[src/rtl/pt_walker_pkg.sv]
package pt_walker_pkg;

    typedef enum logic [2:0] {
        WS_IDLE,
        WS_READ_OUTER,
        WS_READ_INNER,
        WS_DONE,
        WS_FAULT
    } walk_state_t;

    typedef enum logic [1:0] {
        FK_NONE   = 2'd0,
        FK_LENGTH = 2'd1,
        FK_OUTER  = 2'd2,
        FK_INNER  = 2'd3
    } fault_kind_t;

endpackage

[src/rtl/pt_va_split.sv]
module pt_va_split #(
    parameter int VA_W     = 32,
    parameter int OFF_BITS = 10,
    parameter int IN_BITS  = 10,
    parameter int OUT_BITS = VA_W - OFF_BITS - IN_BITS
) (
    input  logic [VA_W-1:0]     vaddr,
    input  logic [OUT_BITS:0]   root_len,
    output logic [OUT_BITS-1:0] outer_idx,
    output logic [IN_BITS-1:0]  inner_idx,
    output logic [OFF_BITS-1:0] offset,
    output logic                out_of_range
);

    localparam int IN_LO  = OFF_BITS;
    localparam int OUT_LO = OFF_BITS + IN_BITS;

    always_comb begin
        offset       = vaddr[OFF_BITS-1:0];
        inner_idx    = vaddr[IN_LO +: IN_BITS];
        outer_idx    = vaddr[OUT_LO +: OUT_BITS];
        // indices at or past the table length are rejected
        out_of_range = ({1'b0, outer_idx} >= root_len);
    end

endmodule

[src/rtl/pt_walk_ctrl.sv]
module pt_walk_ctrl
    import pt_walker_pkg::*;
#(
    parameter int PA_W     = 32,
    parameter int OFF_BITS = 10,
    parameter int IN_BITS  = 10,
    parameter int OUT_BITS = 12
) (
    input  logic                clk,
    input  logic                rst_n,
    input  logic                req_valid,
    output logic                req_ready,
    input  logic [OUT_BITS-1:0] outer_idx,
    input  logic [IN_BITS-1:0]  inner_idx,
    input  logic [OFF_BITS-1:0] offset,
    input  logic                out_of_range,
    input  logic [PA_W-1:0]     root_base,
    output logic                rsp_valid,
    output logic                rsp_fault,
    output logic [1:0]          rsp_fault_kind,
    output logic [PA_W-1:0]     rsp_paddr,
    output logic                mem_req_valid,
    output logic [PA_W-1:0]     mem_req_addr,
    input  logic                mem_rsp_valid,
    input  logic [PA_W-1:0]     mem_rsp_data
);

    localparam int ENTRY_SH = 2;
    localparam int TBL_LO   = IN_BITS + ENTRY_SH;

    walk_state_t          state_q, state_d;
    fault_kind_t          kind_q;
    logic [IN_BITS-1:0]   inner_q;
    logic [OFF_BITS-1:0]  off_q;
    logic                 issue_q;
    logic [PA_W-1:0]      addr_q;
    logic [PA_W-1:0]      paddr_q;
    logic                 entry_ok;
    logic                 unused_entry_bits;

    assign entry_ok          = mem_rsp_data[0];
    assign unused_entry_bits = &{1'b0, mem_rsp_data[OFF_BITS-1:1]};

    always_comb begin
        state_d = state_q;
        unique case (state_q)
            WS_IDLE:       if (req_valid)
                               state_d = out_of_range ? WS_FAULT : WS_READ_OUTER;
            WS_READ_OUTER: if (mem_rsp_valid)
                               state_d = entry_ok ? WS_READ_INNER : WS_FAULT;
            WS_READ_INNER: if (mem_rsp_valid)
                               state_d = entry_ok ? WS_DONE : WS_FAULT;
            WS_DONE:       state_d = WS_IDLE;
            WS_FAULT:      state_d = WS_IDLE;
            default:       state_d = WS_IDLE;
        endcase
    end

    always_ff @(posedge clk) begin
        if (!rst_n) begin
            state_q <= WS_IDLE;
            kind_q  <= FK_NONE;
            inner_q <= '0;
            off_q   <= '0;
            issue_q <= 1'b0;
            addr_q  <= '0;
            paddr_q <= '0;
        end else begin
            state_q <= state_d;
            issue_q <= 1'b0;
            unique case (state_q)
                WS_IDLE: if (req_valid) begin
                    inner_q <= inner_idx;
                    off_q   <= offset;
                    if (out_of_range) begin
                        kind_q <= FK_LENGTH;
                    end else begin
                        kind_q  <= FK_NONE;
                        issue_q <= 1'b1;
                        addr_q  <= root_base + PA_W'({outer_idx, 2'b00});
                    end
                end
                WS_READ_OUTER: if (mem_rsp_valid) begin
                    if (entry_ok) begin
                        issue_q <= 1'b1;
                        addr_q  <= {mem_rsp_data[PA_W-1:TBL_LO], inner_q, 2'b00};
                    end else begin
                        kind_q <= FK_OUTER;
                    end
                end
                WS_READ_INNER: if (mem_rsp_valid) begin
                    if (entry_ok) paddr_q <= {mem_rsp_data[PA_W-1:OFF_BITS], off_q};
                    else          kind_q  <= FK_INNER;
                end
                default: ;
            endcase
        end
    end

    always_comb begin
        req_ready      = (state_q == WS_IDLE);
        rsp_valid      = (state_q == WS_DONE) || (state_q == WS_FAULT);
        rsp_fault      = (state_q == WS_FAULT);
        rsp_fault_kind = (state_q == WS_FAULT) ? kind_q : FK_NONE;
        rsp_paddr      = paddr_q;
        mem_req_valid  = issue_q;
        mem_req_addr   = addr_q;
    end

    assert_one_read_R9: assert property (@(posedge clk) disable iff (!rst_n)
        mem_req_valid |=> !mem_req_valid);

    assert_busy_hold_R8: assert property (@(posedge clk) disable iff (!rst_n)
        mem_req_valid |-> !req_ready);

    assert_len_fault_R5: assert property (@(posedge clk) disable iff (!rst_n)
        (req_valid && req_ready && out_of_range) |=>
            (rsp_valid && rsp_fault && rsp_fault_kind == 2'd1 && !mem_req_valid));

    assert_outer_addr_R2: assert property (@(posedge clk) disable iff (!rst_n)
        (req_valid && req_ready && !out_of_range) |=>
            (mem_req_valid && mem_req_addr == $past(root_base) + PA_W'({$past(outer_idx), 2'b00})));

    assert_outer_inval_R6: assert property (@(posedge clk) disable iff (!rst_n)
        (state_q == WS_READ_OUTER && mem_rsp_valid && !mem_rsp_data[0]) |=>
            (rsp_fault && rsp_fault_kind == 2'd2 && !mem_req_valid));

    assert_inner_inval_R7: assert property (@(posedge clk) disable iff (!rst_n)
        (state_q == WS_READ_INNER && mem_rsp_valid && !mem_rsp_data[0]) |=>
            (rsp_fault && rsp_fault_kind == 2'd3));

    assert_rsp_pulse_R10: assert property (@(posedge clk) disable iff (!rst_n)
        rsp_valid |=> (!rsp_valid && req_ready));

endmodule

[src/rtl/pt_walker.sv]
module pt_walker #(
    parameter int VA_W     = 32,
    parameter int PA_W     = 32,
    parameter int OFF_BITS = 10,
    parameter int IN_BITS  = 10,
    localparam int OUT_BITS = VA_W - OFF_BITS - IN_BITS
) (
    input  logic                clk,
    input  logic                rst_n,
    input  logic                req_valid,
    output logic                req_ready,
    input  logic [VA_W-1:0]     req_vaddr,
    input  logic [PA_W-1:0]     root_base,
    input  logic [OUT_BITS:0]   root_len,
    output logic                rsp_valid,
    output logic                rsp_fault,
    output logic [1:0]          rsp_fault_kind,
    output logic [PA_W-1:0]     rsp_paddr,
    output logic                mem_req_valid,
    output logic [PA_W-1:0]     mem_req_addr,
    input  logic                mem_rsp_valid,
    input  logic [PA_W-1:0]     mem_rsp_data
);

    logic [OUT_BITS-1:0] outer_idx;
    logic [IN_BITS-1:0]  inner_idx;
    logic [OFF_BITS-1:0] offset;
    logic                out_of_range;

    pt_va_split #(
        .VA_W(VA_W), .OFF_BITS(OFF_BITS), .IN_BITS(IN_BITS), .OUT_BITS(OUT_BITS)
    ) u_split (
        .vaddr(req_vaddr), .root_len(root_len), .outer_idx(outer_idx),
        .inner_idx(inner_idx), .offset(offset), .out_of_range(out_of_range)
    );

    pt_walk_ctrl #(
        .PA_W(PA_W), .OFF_BITS(OFF_BITS), .IN_BITS(IN_BITS), .OUT_BITS(OUT_BITS)
    ) u_ctrl (
        .clk(clk), .rst_n(rst_n),
        .req_valid(req_valid), .req_ready(req_ready),
        .outer_idx(outer_idx), .inner_idx(inner_idx), .offset(offset),
        .out_of_range(out_of_range), .root_base(root_base),
        .rsp_valid(rsp_valid), .rsp_fault(rsp_fault),
        .rsp_fault_kind(rsp_fault_kind), .rsp_paddr(rsp_paddr),
        .mem_req_valid(mem_req_valid), .mem_req_addr(mem_req_addr),
        .mem_rsp_valid(mem_rsp_valid), .mem_rsp_data(mem_rsp_data)
    );

endmodule

[config.mk]
export PLATFORM = sky130hd
export DESIGN_NAME = pt_walker
export DESIGN_NICKNAME = d
export VERILOG_FILES = /design/src/rtl/pt_walker_pkg.sv /design/src/rtl/pt_va_split.sv /design/src/rtl/pt_walk_ctrl.sv /design/src/rtl/pt_walker.sv
export SDC_FILE = /design/constraint.sdc
export NUM_CORES = 1
export LEC_CHECK = 0
export ABC_CLOCK_PERIOD_IN_PS = 5950
export BUFFER_PORTS_ARGS = -buffer_cell sky130_fd_sc_hd__buf_2
export CAP_MARGIN = 15
export CORE_UTILIZATION = 25
export DETAILED_ROUTE_END_ITERATION = 10
export PLACE_DENSITY = 0.44
export SYNTH_ARGS = -nofsm -noshare
export SYNTH_HDL_FRONTEND = slang
export SYNTH_SLANG_ARGS = --single-unit
[constraint.sdc]
create_clock -name clk -period 5.95 [get_ports clk]
set_clock_uncertainty 0.2 [all_clocks]
set_input_delay 0.595 -clock clk [delete_from_list [all_inputs] [get_ports clk]]
set_output_delay 0.595 -clock clk [all_outputs]
set_load 0.01 [all_outputs]
==> Yosys cells after proc, flatten, opt, wreduce, memory -nomap -nowiden <==
Index checks and enable logic that the tools add are counted.
{ "classes": {"addsub": 1, "magnitude_cmp": 1, "muxes": 25, "eq_ne": 11, "n_reduce_logical": 9} }
{ "ops": {"columns": ["operator", "n"], "rows": [
  ["32-bit 2-to-1 mux", 4],
  ["32-bit case mux with 2 select lines", 1],
  ["32-bit by 14-bit adder with 32-bit output", 1],
  ["3-bit 2-to-1 mux", 6],
  ["2-bit inequality test, second input constant", 7],
  ["12-bit by 13-bit greater-or-equal comparator with 1-bit output", 1],
  ["2-bit 2-to-1 mux", 6],
  ["3-bit case mux with 3 select lines", 1],
  ["3-bit by 2-bit == test with 1-bit output, second input constant", 2],
  ["2-bit case mux with 3 select lines", 1],
  ["3-bit AND reduction", 2],
  ["6-bit AND reduction", 1],
  ["1-bit 2-to-1 mux", 5],
  ["5-bit AND reduction", 1],
  ["3-bit by 1-bit == test with 1-bit output, second input constant", 1],
  ["3-bit == test, second input constant", 1],
  ["3-bit zero test", 1],
  ["3-bit nonzero test", 1],
  ["1-bit case mux with 2 select lines", 1],
  ["2-bit AND reduction", 1],
  ["2-bit nonzero test", 1],
  ["1-bit logical OR", 1]
]} }
{ "word_totals": {"ff_bits": 90, "elab_cells": 54} }

==> Logic depth before layout (Yosys ltp) <==
{ "depth": {"depth_word": 4, "ltp_mapped": 10, "mapped_depth_nobuf": 8} }

==> Modules after synthesis <==
From an unflattened synthesis, not the netlist that was laid out.
{ "unflattened": {"hier_cells": 678, "area_unflattened_um2": 5280.1} }
{ "by_module_without_submodules": {"columns": ["mod", "cells_each", "instances", "area_per_inst_um2"], "rows": [
  ["pt_walk_ctrl", 603, 1, 4738.3],
  ["pt_va_split", 75, 1, 541.8]
]} }

==> Least setup slack after synthesis <==
OpenSTA, ideal clock, no wires.
{ "synth_path": {"path_type": "in2reg", "from": "input port req_vaddr[20]", "to": "register u_ctrl.addr_q[22], in the netlist u_ctrl.mem_req_addr[22]", "path_stages": 9, "path_slack_ps": 3130, "arrival_time_ps": 2485, "setup_time_ps": 135, "n_path_buf": 1, "cell_sequence": "ha_1 > fa_1 > a21oi_1 > o21ai_1 > a31o_2 > clkbuf_1 > o2111a_1 > nor3_1 > o22ai_1"} }
{ "synth_between": {"elab_chain_cells": 4} }
{ "synth_rtl": {"columns": ["element", "line", "text"], "rows": [
  ["start, declared", "pt_walker.sv:12", "input logic [VA_W-1:0] req_vaddr,"],
  ["32-bit by 14-bit adder with 32-bit output", "pt_walk_ctrl.sv:80", "addr_q <= root_base + PA_W'({outer_idx, 2'b00});"],
  ["32-bit 2-to-1 mux", "pt_walk_ctrl.sv:75", "if (out_of_range) begin"],
  ["32-bit 2-to-1 mux", "pt_walk_ctrl.sv:72", "WS_IDLE: if (req_valid) begin"],
  ["32-bit case mux with 2 select lines", "pt_walk_ctrl.sv:71", "unique case (state_q)"],
  ["end signal, assigned", "pt_walk_ctrl.sv:80", null],
  ["end signal, assigned", "pt_walk_ctrl.sv:86", "addr_q <= {mem_rsp_data[PA_W-1:TBL_LO], inner_q, 2'b00};"],
  ["end, declared", "pt_walk_ctrl.sv:36", "logic [PA_W-1:0] addr_q;"]
]} }
Several ways; a longest one is shown, not always the timed one. The select of a mux whose other input is x is not followed.
A chain may end at the register's enable or synchronous reset.

==> Worst setup path in the final report <==
{ "layout_path": {"from": "register u_ctrl.state_q[1]", "to": "register u_ctrl.addr_q[16], in the netlist u_ctrl.mem_req_addr[16]"} }
{ "layout_between": {"elab_chain_cells": 3} }
{ "layout_rtl": {"columns": ["element", "line", "text"], "rows": [
  ["start, declared", "pt_walk_ctrl.sv:31", "walk_state_t state_q, state_d;"],
  ["start signal, assigned", "pt_walk_ctrl.sv:69", "state_q <= state_d;"],
  ["3-bit by 1-bit == test with 1-bit output or 3-bit zero test (tied branches)", "pt_walk_ctrl.sv:71", null],
  ["2-bit inequality test (no line) or 2-bit nonzero test (tied branches)", null, null],
  ["5-bit AND reduction (no line)", null, null]
]} }
Several ways; a longest one is shown, not always the timed one.

==> run summary <==
First-pass GRT wire length = 27.0 mm
Vias after detailed routing = 5205
Nets = 936
CTS HTree Levels = 3
Post-synth ARST share = 0%
Vias per inst = 4.87
Worst skew pair latency = 0.34 ns
Die height = 143 um
Crit path DAT = 3.13 ns
Max-cap viol count = 0
Port buffer count = 173
Stages on worst setup path = 5
Final setup violating endpoints = 0
Max VDD drop = 0.121 mV
Routability Congestion = 0.760
Die area = 20500 um^2
Most frequent cells in the layout = 173 x buf_2, 170 x nand2_1, 90 x dfxtp_1
DR WL met2 = 8.42 mm
CTS tree = built
Routed WL = 17.7 mm
Power density cells = 271 nW/um^2
Relative slew slack = 28.1%
Met3 WL = 997 um
Post-CTS setup buffers = 0
Final ANT Viol Nets = 0
Die Span X = 143 um
Ys flop type = dfxtp_1
Crit-path max cell delay = 0.86 ns
Fin Setup TNS = 0 ns
Largest net degree at the start of global routing = 58
Drt pass-1 iters = 4
Total grt overflow = 0
Sequential fraction of the synthesis area = 36.2%
Initial antenna violation count = 0
Reg clk slew, reported paths = 0.07 ns
Clock sinks = 90
Post-CTS sizing = 0
Final hold vios = 0
Slowest CP cell = or3_1
DRT iter0 DRCs = 296
Pleak = 2.80 nW
Worst-case reg-to-reg path depth = 5
Worst-path cell chain = nand2b_1, or3_1, o31ai_4, o21ai_1, o22ai_1
Commonest non-fill, non-tap cell in the layout = buf_2
Overall global routing resource usage = 17.3%
Worst Setup Path Type = register to register
Distinct cells, synth = 60
Post-DP HPWL = 13.0 mm
CP Data Required Time = 5.95 ns
Vias in the first global route = 4761
Fin crit share = 52.6%
Clk buf depth = 2
Final Max Tran Viols = 0
Worst Setup End Kind = register
CP bufs+invs = 0
Root Buffer = clkbuf_16
Initial Utilization = 25.5%
Core area = 19500 um^2
CP startpoint kind = register
Share of layout cells above drive strength 1 = 25.7%
Diodes inserted = 0
Syn nets = 788
Post-synth EDFFs = 0
# hold bufs at CTS = 0
Num CTS Buffers = 9
Status = finished, final reports clean
Post-Syn Instances = 650
Io pins = 183
Final core utilization = 32.5%
Max Clock Freq = 0.320 GHz
Crit-path max FO = 26
Synthesized area = 4980 um^2
Metal-1 WL = 8.16 mm
Rows = 51
Average instance area after synthesis = 7.67 um^2
Avg WL per Cell = 16.6 um
Worst slew pin tran = 1.08 ns
DRC errors left = 0
Layout filler cell count = 2213
Synth-to-Final Area Change = 27.4%
WHS Path Cells = 2
RSZ-0062 raised after global routing = no
Top sig layer = met4
HP Class = register to register
Synthesis-stage register bit count = 90
Crit-path leading delay family = simple AND/OR/NAND/NOR gates
Minimum clock period = 3.13 ns
Warnings from Yosys = 0
==> final cells by class <==
type	count	area (um^2)	area share (%)
Inverter	18	67.6	1.06
Multi-Input combinational cell	497	2920	46.0
Tap cell	265	332	5.22
Timing Repair Buffer	182	933	14.7
Sequential cell	90	1800	28.4
Clock buffer	12	256	4.04
Clock inverter	4	33.8	0.532
==> cells in the mapped netlist, drive strengths merged, types with 5 or more instances <==
library cell / number / share of area, %
o211ai: 11 / 1.7
xnor2: 9 / 1.6
and3: 5 / 0.63
o211a: 6 / 1.2
ha: 24 / 6.0
inv: 18 / 1.4
a21oi: 78 / 7.8
a31oi: 9 / 1.1
o221ai: 12 / 2.1
a21o: 7 / 1.1
o31ai: 8 / 1.5
nand3: 10 / 1.0
dfxtp: 90 / 36
buf: 15 / 1.8
a211oi: 12 / 1.8
o21ai: 17 / 1.7
nand2b: 5 / 0.63
nor2: 19 / 1.4
nor3: 13 / 1.4
clkbuf: 30 / 2.3
o22ai: 13 / 1.6
nand2: 170 / 13
xor2: 5 / 0.88
nand4: 12 / 1.5
o2111ai: 6 / 1.1
==> tightest hold or removal path, delay by kind of cell (launching register included) <==
kind | cells | cell delay, ns
flops | 1 | 0.31
simple gates | 1 | 0.05
compound gates | 1 | 0.05
==> logic make-up (layout without fill, tap and decap cells) <==
family	count (synthesis)	count (layout)	share of synthesized area (%)
compound gates	200	200	26.4
mux	4	4	0.803
fa+ha+maj	25	25	6.43
simple gates	254	254	22.4
flops	90	90	36.2
buf+inv	63	216	5.40
xor+xnor	14	14	2.46
==> metrics by stage <==
stage	area, um^2	power (W)	cells	worst slack (ns)	hold WS [ns]
2_1_floorplan	4980	0.000990	650	3.13	0.227
3_3_place_gp	6060	0.00117	1052	2.52	0.240
3_5_place_dp	6060	0.00117	1052	2.52	0.243
4_1_cts	6350	0.00175	1068	2.82	0.253
5_1_grt	6350	0.00182	1068	2.56	0.269
6_report	6350	0.00172	1068	2.82	0.251
==> path summary, 6_finish.rpt <==
path / end / slack [ns] / start
max: u_ctrl.mem_req_addr[16]$_SDFFE_PN0P_ / 2.82 / u_ctrl.state_q[1]$_SDFFE_PN0P_
min: u_ctrl.rsp_paddr[10]$_SDFFE_PN0P_ / 0.25 / u_ctrl.rsp_paddr[10]$_SDFFE_PN0P_
max reg2reg: u_ctrl.mem_req_addr[16]$_SDFFE_PN0P_ / 2.82 / u_ctrl.state_q[1]$_SDFFE_PN0P_
min reg2reg: u_ctrl.rsp_paddr[10]$_SDFFE_PN0P_ / 0.25 / u_ctrl.rsp_paddr[10]$_SDFFE_PN0P_
==> state kept, by name (all words and copies together), names as in the netlist <==
signal / count
u_ctrl.rsp_paddr: 32
u_ctrl.mem_req_addr: 32
u_ctrl.mem_req_valid: 1
u_ctrl.off_q: 10
u_ctrl.inner_q: 10
u_ctrl.kind_q: 2
u_ctrl.state_q: 3
==> report_power, final <==
part           total (W)  switching, W  internal, W
clock network   0.000565      0.000256     0.000310
registers       0.000695     0.0000360     0.000659
logic           0.000459      0.000282     0.000177
==> layer usage <==
metal,vias up,GRT usage (%)
met5,-,0
met4,0,3.11
met3,9,3.92
met2,140,28.3
met1,2427,23.3
li1,2629,-
(Power assumes the default switching activity.)
